`src/rtl/jtag_spi_bridge.sv`:
```
`timescale 1ns/1ps
module jtag_spi_bridge #(
  parameter int LEN_W = 32
) (
  input  logic tck,
  input  logic trst_n,
  input  logic tdi,
  input  logic user_sel,
  input  logic shift_dr,
  output logic tdo,
  output logic sclk,
  output logic mosi,
  input  logic miso,
  output logic cs_n
);
  localparam int CNT_W = $clog2(LEN_W);

  typedef enum logic [1:0] {HUNT, HDR, BURST, TRAIL} phase_t;

  phase_t             phase;
  logic [CNT_W-1:0]   hdr_cnt;
  logic [LEN_W-1:0]   len_sr;
  logic [LEN_W-1:0]   remain;
  logic               dr_bit;
  logic               cs_q;
  logic               active;
  logic [LEN_W-1:0]   len_next;
  logic               hdr_last;

  assign active   = user_sel & shift_dr;
  assign len_next = {len_sr[LEN_W-2:0], tdi};
  assign hdr_last = (hdr_cnt == CNT_W'(LEN_W-1));

  always_ff @(posedge tck or negedge trst_n) begin
    if (!trst_n) begin
      phase   <= HUNT;
      hdr_cnt <= '0;
      len_sr  <= '0;
      remain  <= '0;
    end else if (!active) begin
      phase   <= HUNT;
      hdr_cnt <= '0;
    end else begin
      case (phase)
        HUNT: if (tdi) begin
          phase   <= HDR;
          hdr_cnt <= '0;
        end
        HDR: begin
          len_sr  <= len_next;
          hdr_cnt <= hdr_cnt + 1'b1;
          if (hdr_last) begin
            remain <= len_next;
            phase  <= (len_next == '0) ? TRAIL : BURST;
          end
        end
        BURST: begin
          remain <= remain - 1'b1;
          if (remain == LEN_W'(1)) phase <= TRAIL;
        end
        TRAIL: phase <= TRAIL;
        default: phase <= HUNT;
      endcase
    end
  end

  always_ff @(posedge tck or negedge trst_n) begin
    if (!trst_n)      dr_bit <= 1'b0;
    else if (!active) dr_bit <= 1'b0;
    else              dr_bit <= (phase == BURST) ? miso : tdi;
  end

  always_ff @(negedge tck or negedge trst_n) begin
    if (!trst_n) begin
      tdo  <= 1'b0;
      cs_q <= 1'b1;
    end else begin
      tdo  <= dr_bit;
      cs_q <= !(active && phase == BURST);
    end
  end

  assign cs_n = cs_q | ~active;
  assign sclk = tck & ~cs_n;
  assign mosi = tdi & ~cs_n;

  p_hunt_zero_r2: assert property (@(posedge tck) disable iff (!trst_n)
    (active && phase == HUNT && !tdi) |=> (phase == HUNT));
  p_len_zero_r5: assert property (@(posedge tck) disable iff (!trst_n)
    (active && phase == HDR && hdr_last && len_next == '0) |=> (phase == TRAIL));
  p_burst_end_r3: assert property (@(posedge tck) disable iff (!trst_n)
    (active && phase == BURST && remain == LEN_W'(1)) |=> (phase == TRAIL));
  p_cs_burst_r3: assert property (@(posedge tck) disable iff (!trst_n)
    (active && phase == BURST) |-> !cs_n);
  p_trail_quiet_r6: assert property (@(posedge tck) disable iff (!trst_n)
    (phase == TRAIL) |-> cs_n);
  p_exit_hunt_r8: assert property (@(posedge tck) disable iff (!trst_n)
    !active |=> (phase == HUNT));
  p_dr_bypass_r7: assert property (@(posedge tck) disable iff (!trst_n)
    (active && phase != BURST) |=> (dr_bit == $past(tdi)));
  p_dr_miso_r7: assert property (@(posedge tck) disable iff (!trst_n)
    (active && phase == BURST) |=> (dr_bit == $past(miso)));
endmodule

```
`config.mk`:
```
export PLATFORM = sky130hd
export DESIGN_NAME = jtag_spi_bridge
export DESIGN_NICKNAME = d
export VERILOG_FILES = /design/src/rtl/jtag_spi_bridge.sv
export SDC_FILE = /design/constraint.sdc
export NUM_CORES = 1
export LEC_CHECK = 0
export ABC_AREA = 1
export CAP_MARGIN = 10
export CORE_MARGIN = 2
export CORE_UTILIZATION = 50
export CTS_CLUSTER_DIAMETER = 80
export DETAILED_ROUTE_END_ITERATION = 10
export DONT_BUFFER_PORTS = 1
export SLEW_MARGIN = 40
export SYNTH_ARGS = -nofsm -noshare
export SYNTH_HDL_FRONTEND = slang
export SYNTH_SLANG_ARGS = --single-unit
```
`constraint.sdc`:
```
create_clock -name tck -period 3.6 [get_ports tck]
set_input_delay 0.72 -clock tck [delete_from_list [all_inputs] [get_ports tck]]
set_output_delay 0.72 -clock tck [all_outputs]
set_load 0.02 [all_outputs]
```
# Word level (Yosys, flattened, before mapping)
# Index checks and enable logic that the tools add are counted.
# totals
ff_bits	73
latch_bits	0
ram_bits	0
romBits	0
in_bits	6
output_inout_bits	4
wordCells	47
mem_count	0
# classes
add_sub_neg	2
mul	0
div_mod_pow	0
n_lt_le_gt_ge	0
n_eq_ne	10
shifts	0
mux	13
bitwise_logic	6
reduce_logical	9
# op_table
cell	count
32-bit one-hot mux with 2 select lines	1
32-bit by 1-bit equality test with 1-bit output (second input constant)	1
32-bit logical NOT	1
32-bit two-way mux	1
32-bit by 1-bit subtractor with 32-bit output (second input constant)	1
5-bit two-way mux	2
5-bit one-hot mux with 2 select lines	1
3-bit != test (second input constant)	3
2-bit two-way mux	4
2-bit one-hot mux with 4 select lines	1
3-bit AND reduction	2
5-bit by 1-bit adder with 5-bit output (second input constant)	1
5-bit equality test (second input constant)	1
2-bit equality test (second input constant)	2
2-bit AND reduction	2
1-bit bitwise AND	3
1-bit two-way mux	3
3-bit by 1-bit != test with 1-bit output (second input constant)	1
2-bit by 1-bit equality test with 1-bit output (second input constant)	1
2-bit logical NOT	1
2-bit != test (second input constant)	1
1-bit NOT	2
2-bit nonzero test	1
1-bit logical AND	1
other kinds (2)	2

# Logic depth before layout (Yosys ltp)
# Gate-level depths: netlist (run 1).
# depth
word_depth	5
depth_mapped	11
mapped_depth_nobuf	11

==> reports/metrics.csv, run 1 <==
stage;metric;value;unit
outcome;outcome;complete, but fails checks;
outcome;violations;negative setup slack;
grt;use_met2;38.1;%
synth;synth_area;4260;µm²
cts;cts_inserted_buffers;9;
cts;clock_latency;0.38;ns
route;vias_per_cell;5.26;
layout;fill_cells;808;
worst_setup_path;required;2.88;ns
synth;synth.distinct_cells;29;
die;start_util;51.8;%
die;core;8220;µm²
grt;antenna_found_initial;0;
route;initialDrtViolationCount;267;
route;final_antenna_net_count;0;
synth;syn_avg_cell_area;6.91;µm²
power;max-vdd-ir-drop;0.312;mV
worst_setup_path;startpoint_type;flop;
timing;hold_viol;0;
timing;tightest_slew;0.612;ns
synth;synth_nets;626;
placement;port_buffers;0;
cts;path_clk_slew;0.08;ns
hold_path;hp-class;input port to asynchronous set/reset pin;
layout;layout_common_cells;189 x nand2_1, 100 x nor2_1, 72 x inv_1;
layout;seqCellArea;1830;µm²
die;die_area;9270;µm²
grt;groute.usage.overall;25.7;%
cts;clockBufferDepth;2;
route;drc;0;
synth;synthCells;616;
timing;finalSetupViolCount;4;
power;power_density;521;nW/µm²
die;die_w;96.3;µm
layout;fin_util;55.5;%
grt;grt_max_degree;74;
synth;ys_warn_count;0;
layout;n_antenna_cell;0;
route;wl_per_cell;14.9;µm
worst_setup_path;end_kind;output pin;
worst_setup_path;worstPathMaxFanout;3;
cts;post-cts-setup-buffers;0;
placement;place.gp.congestion;0.916;
synth;ys_seq_elements;73;
worst_setup_path;arrival;3.00;ns
timing;slew_headroom;59.0;%
layout;syn_to_final_growth;7.02;%
grt;grt_pass1_wl;17900;µm
layout;drive_above_1_share;7.92;%
grt;use_met1;38.6;%
layout;layout_commonest_cell;nand2_1;
route;first_pass_iters;5;
worst_setup_path;criticalPathCategory;flop to output pin;
die;die_y;96.3;µm
layout;final_nets;624;
die;row_count;33;
timing;rsz0062_at_grt;yes;
timing;slew_violations;0;
route;num_vias;3805;
flow_run;maxCapViolCount;0;
grt;top_usage_layer;met1;
grt;grt_pass1_vias;3568;
timing;finalWorstSetupSlack;-0.124;ns
power;power_leakage;2.09;nW
cts;cts_tree;built;
synth;ys_seq_area_share;42.9;%
timing;fin_skew;0.0393;ns
die;num_io_pins;10;
timing;holdWs;0.0635;ns
route;routed_wl;10800;µm
grt;grt_util_met3;4.15;%
layout;multiInputGateArea;2060;µm²
placement;hpwl;7560;µm
cts;clockRootBuffer;clkbuf_8;
grt;overflow;0;
cts;cts.htree.levels;3;
==> power by group <==
part	switching (mW)	internal, mW	leakage (nW)
Combinational	0.400	0.198	1.01
Clock	0.331	0.337	0.113
Sequential	0.147	0.964	0.963
==> layer usage <==
metal | vias to the layer above | share of wire, % | wire length [µm]
li1 | 1931 | - | -
met1 | 1787 | 50 | 5410
met2 | 69 | 44 | 4770
met3 | 18 | 3.7 | 401
met4 | 0 | 1.8 | 196
met5 | - | 0 | 0
==> final timing paths <==
| check | startpoint | endpoint | slack [ns] | depth (start not counted) |
|---|---|---|---|---|
| worst max register to register | phase[0]$_DFFE_PN0P_ | cs_q$_DFF_NN1_ | 1.08 | 4 |
| max in group asynchronous | trst_n | cs_q$_DFF_NN1_ | 1.55 | 0 |
| worst max-delay path | cs_q$_DFF_NN1_ | mosi | -0.12 | 3 |
| min in group tck | len_sr[18]$_DFFE_PN0P_ | len_sr[18]$_DFFE_PN0P_ | 0.49 | 2 |
| worst min-delay path | trst_n | remain[6]$_DFFE_PN0P_ | 0.06 | 0 |
| worst min register to register | len_sr[18]$_DFFE_PN0P_ | len_sr[18]$_DFFE_PN0P_ | 0.49 | 2 |
==> Yosys cell counts, drive strengths merged <==
cell     number  area share (%)
nand4         8             1.2
clkbuf        8            0.71
o21ai        70             8.3
a21oi        29             4.9
nand3        29             3.4
o2bb2ai       1            0.21
o211ai        1            0.18
inv          75             6.6
ha            4             1.2
nor3          2            0.24
dfstp         1            0.62
dfrtn         1            0.59
a211oi        1            0.18
buf          11             1.9
nor2        103             9.3
a22oi         1            0.18
nand2       191              17
a22o          2            0.41
dfrtp        71              42
xor2          5             1.0
or2           2            0.29
==> cell type report <==
class / count / area share [%]
clock inverters: 6 / 0.741
inverters: 74 / 6.15
well taps: 105 / 2.88
clock buffers: 12 / 3.90
repair buffers: 5 / 0.906
multi-input cells: 449 / 45.3
flip-flops and latches: 73 / 40.1
==> critical path, stage by stage, from the launching register on <==
cell and delay (ns):
dfstp_2 0.35, or2_4 0.27, nor2_4 0.09, buf_6 0.12
==> cell families after synthesis <==
logic type / share of synthesized area [%]
compound gates: 14.4
xor+xnor: 1.03
fa+ha+maj: 1.18
buf+inv: 9.17
flops: 42.9
simple gates: 31.3
==> what timing repair did <==
action                                  4_1_cts  5_1_grt
pin swaps                                     2        2
cloned                                        0        0
hold buffers                                  0        0
endpoints found under the setup margin        4        4
resized for setup                             2        4
==> metrics by stage <==
| step | setup TNS (ns) | worst slack, ns | cell area [µm²] | std cells | power, mW |
|---|---|---|---|---|---|
| global route | -0.498 | -0.185 | 4560 | 724 | 2.55 |
| global placement | 0 | 0.144 | 4320 | 707 | 1.71 |
| finish | -0.329 | -0.124 | 4560 | 724 | 2.38 |
| CTS | -0.333 | -0.149 | 4540 | 724 | 2.38 |
| detailed placement | 0 | 0.138 | 4330 | 707 | 1.72 |
| floorplan | 0 | 0.0754 | 4260 | 616 | 1.55 |
==> sequential cells by signal, summed over array words and instances, names as in the netlist <==
register,flops
dr_bit,1
tdo,1
remain,32
phase,2
cs_q,1
len_sr,31
hdr_cnt,5
Note: power is estimated with default switching activity, not from simulation.
==> inputs of run 2 (changes only) <==
Settings changed: SETUP_SLACK_MARGIN set to 0.3.
==> run 2 against run 1 <==
Effect of this change:
- the run still ends with negative setup slack left
- first-iteration DRC count is 21% lower
- core utilization is 0.21 points higher
- flip-flop and latch count stayed put
- sequential share of layout area is 0.15 points lower
- highest routed layer unchanged
==> reports/metrics.csv, run 2 (synthesized netlist as in run 1, its figures left out) <==
stage;metric;value;unit;change
grt;use_met2;36.5;%;-1.6 points
layout;final_nets;622;;-0.32%
layout;drive_above_1_share;7.78;%;-0.14 points
route;vias_per_cell;5.23;;-0.49%
timing;fin_skew;0.0356;ns;-0.00368 ns
die;num_io_pins;10;;unchanged
placement;hpwl;7470;µm;-1.2%
die;start_util;51.8;%;unchanged
grt;top_usage_layer;met2;;
route;final_antenna_net_count;0;;unchanged
layout;n_antenna_cell;0;;unchanged
worst_setup_path;criticalPathCategory;flop to output pin;;
power;p_comb_share;24.1;%;-1.0 points
die;die_w;96.3;µm;unchanged
layout;syn_to_final_growth;7.43;%;
grt;antenna_found_initial;0;;unchanged
die;row_count;33;;unchanged
cts;cts_inserted_buffers;9;;unchanged
die;core;8220;µm²;unchanged
power;p_clk_share;32.1;%;+4.0 points
power;power_density;550;nW/µm²;+5.5%
die;die_y;96.3;µm;unchanged
worst_setup_path;startpoint_type;flop;;
timing;finalWorstSetupSlack;-0.109;ns;+0.0145 ns
layout;largest_register;remain;;
placement;pre_cts_slack;0.236;ns;+0.0975 ns
power;internal-power;1.63;mW;+8.6%
route;num_vias;3776;;-0.76%
outcome;violations;negative setup slack;;
route;routed_wl;10600;µm;-1.3%
grt;grt_util_met3;5.01;%;+0.86 points
cts;path_clk_slew;0.09;ns;about the same
placement;port_buffers;0;;unchanged
power;power_leakage;2.09;nW;+0.30%
worst_setup_path;required;2.88;ns;about the same
grt;groute.usage.overall;24.7;%;-0.99 points
timing;rsz0062_at_grt;yes;;
hold_path;hp-class;input port to asynchronous set/reset pin;;
power;max-vdd-ir-drop;0.313;mV;+0.11%
timing;slew_violations;0;;unchanged
grt;use_met1;35.9;%;-2.6 points
cts;cts_tree;built;;
cts;cts.htree.levels;3;;unchanged
layout;layout_commonest_cell;nand2_1;;
timing;tns;-0.211;ns;+0.118 ns
cts;clock_latency;0.40;ns;+0.02 ns
timing;finalSetupViolCount;3;;-1
route;drc;0;;unchanged
power;power_frac_seq;43.8;%;-2.9 points
timing;slew_headroom;58.2;%;-0.81 points
timing;hold_viol;0;;unchanged
grt;grt_pass1_vias;3528;;-1.1%
cts;ctsHoldBuffers;0;;unchanged
worst_setup_path;arrival;2.99;ns;about the same
layout;largest_reg_flops;32;;unchanged
grt;grt_max_degree;74;;unchanged
worst_setup_path;worstPathMaxFanout;3;;unchanged
grt;grt_pass1_wl;17300;µm;-3.6%
power;p_switching;0.891;mW;+1.5%
worst_setup_path;end_kind;output pin;;
route;initialDrtViolationCount;210;;-21%
timing;tightest_slew;0.624;ns;+0.0120 ns
power;switching_share;35.4;%;-1.6 points
die;die_area;9270;µm²;unchanged
outcome;outcome;complete, but fails checks;;
placement;place.gp.congestion;0.957;;+4.4%
route;wl_per_cell;14.7;µm;-1.0%
flow_run;maxCapViolCount;0;;unchanged
grt;overflow;0;;unchanged
layout;largest_registers;remain (32), len_sr (31), hdr_cnt (5);;
cts;clockBufferDepth;2;;unchanged
cts;clockRootBuffer;clkbuf_8;;
layout;layout_common_cells;189 x nand2_1, 100 x nor2_1, 72 x inv_1;;
route;first_pass_iters;5;;unchanged
==> run 2: power by group through the flow <==
stage                     Combinational [mW]  Clock [mW]  Sequential, mW
after floorplan                        0.465     0.00814            1.08
after global placement                 0.589     0.00814            1.12
after detailed placement               0.599     0.00814            1.12
after CTS                              0.605       0.821            1.10
after global routing                   0.705       0.857            1.12
final                                  0.606       0.807            1.10
==> run 2: cell type report <==
type,instances,area (µm²)
sequential,73,1830
multi-input combinational,449,2060
timing repair buffer,3,22.5
inverter,74,280
tap,105,131
fill,801,3640
clock inverter,8,120
clock buffer,10,128
==> run 2: worst max-delay path, stage by stage, from the launching register on <==
cell	delay [ns]
dfstp_2	0.35
or2_4	0.28
nor2_4	0.17
==> run 2: path summary, 6_finish.rpt <==
kind                                        start                     end  slack, ns  cells past startpoint
setup / recovery                   cs_q$_DFF_NN1_                    sclk      -0.11                      2
hold / removal                             trst_n  hdr_cnt[2]$_DFFE_PN0P_       0.05                      0
setup reg to reg             phase[1]$_DFFE_PN0P_          cs_q$_DFF_NN1_       1.07                      3
hold reg to reg            len_sr[22]$_DFFE_PN0P_  len_sr[22]$_DFFE_PN0P_       0.49                      2
max in group asynchronous                  trst_n          cs_q$_DFF_NN1_       1.59                      0
min in group tck           len_sr[22]$_DFFE_PN0P_  len_sr[22]$_DFFE_PN0P_       0.49                      2
==> run 2: metrics by stage <==
| step | hold slack, ns | cell area, µm² | utilization, % | total power [mW] | cells |
|---|---|---|---|---|---|
| finish | 0.0485 | 4570 | 55.7 | 2.52 | 722 |
| global route | 0.0289 | 4570 | 55.7 | 2.69 | 722 |
| CTS | 0.0365 | 4570 | 55.7 | 2.53 | 722 |
| detailed placement | 0.426 | 4320 | 52.6 | 1.72 | 705 |
| global placement | 0.426 | 4310 | 52.5 | 1.71 | 705 |
| floorplan | 0.424 | 4270 | - | 1.55 | 616 |
==> run 2: timing repair <==
action / 4_1_cts / 5_1_grt
endpoints found under the setup margin: 5 / 5
gates resized for setup: 2 / 0
setup buffers: 0 / 0
hold endpoints to repair: 0 / 0
pin swaps: 0 / 1
==> run 2: per-layer routing <==
metal / share of wire (%) / up-vias
met5: 0 / -
met4: 1.2 / 0
met3: 3.8 / 11
met2: 44 / 59
met1: 51 / 1775
li1: - / 1931
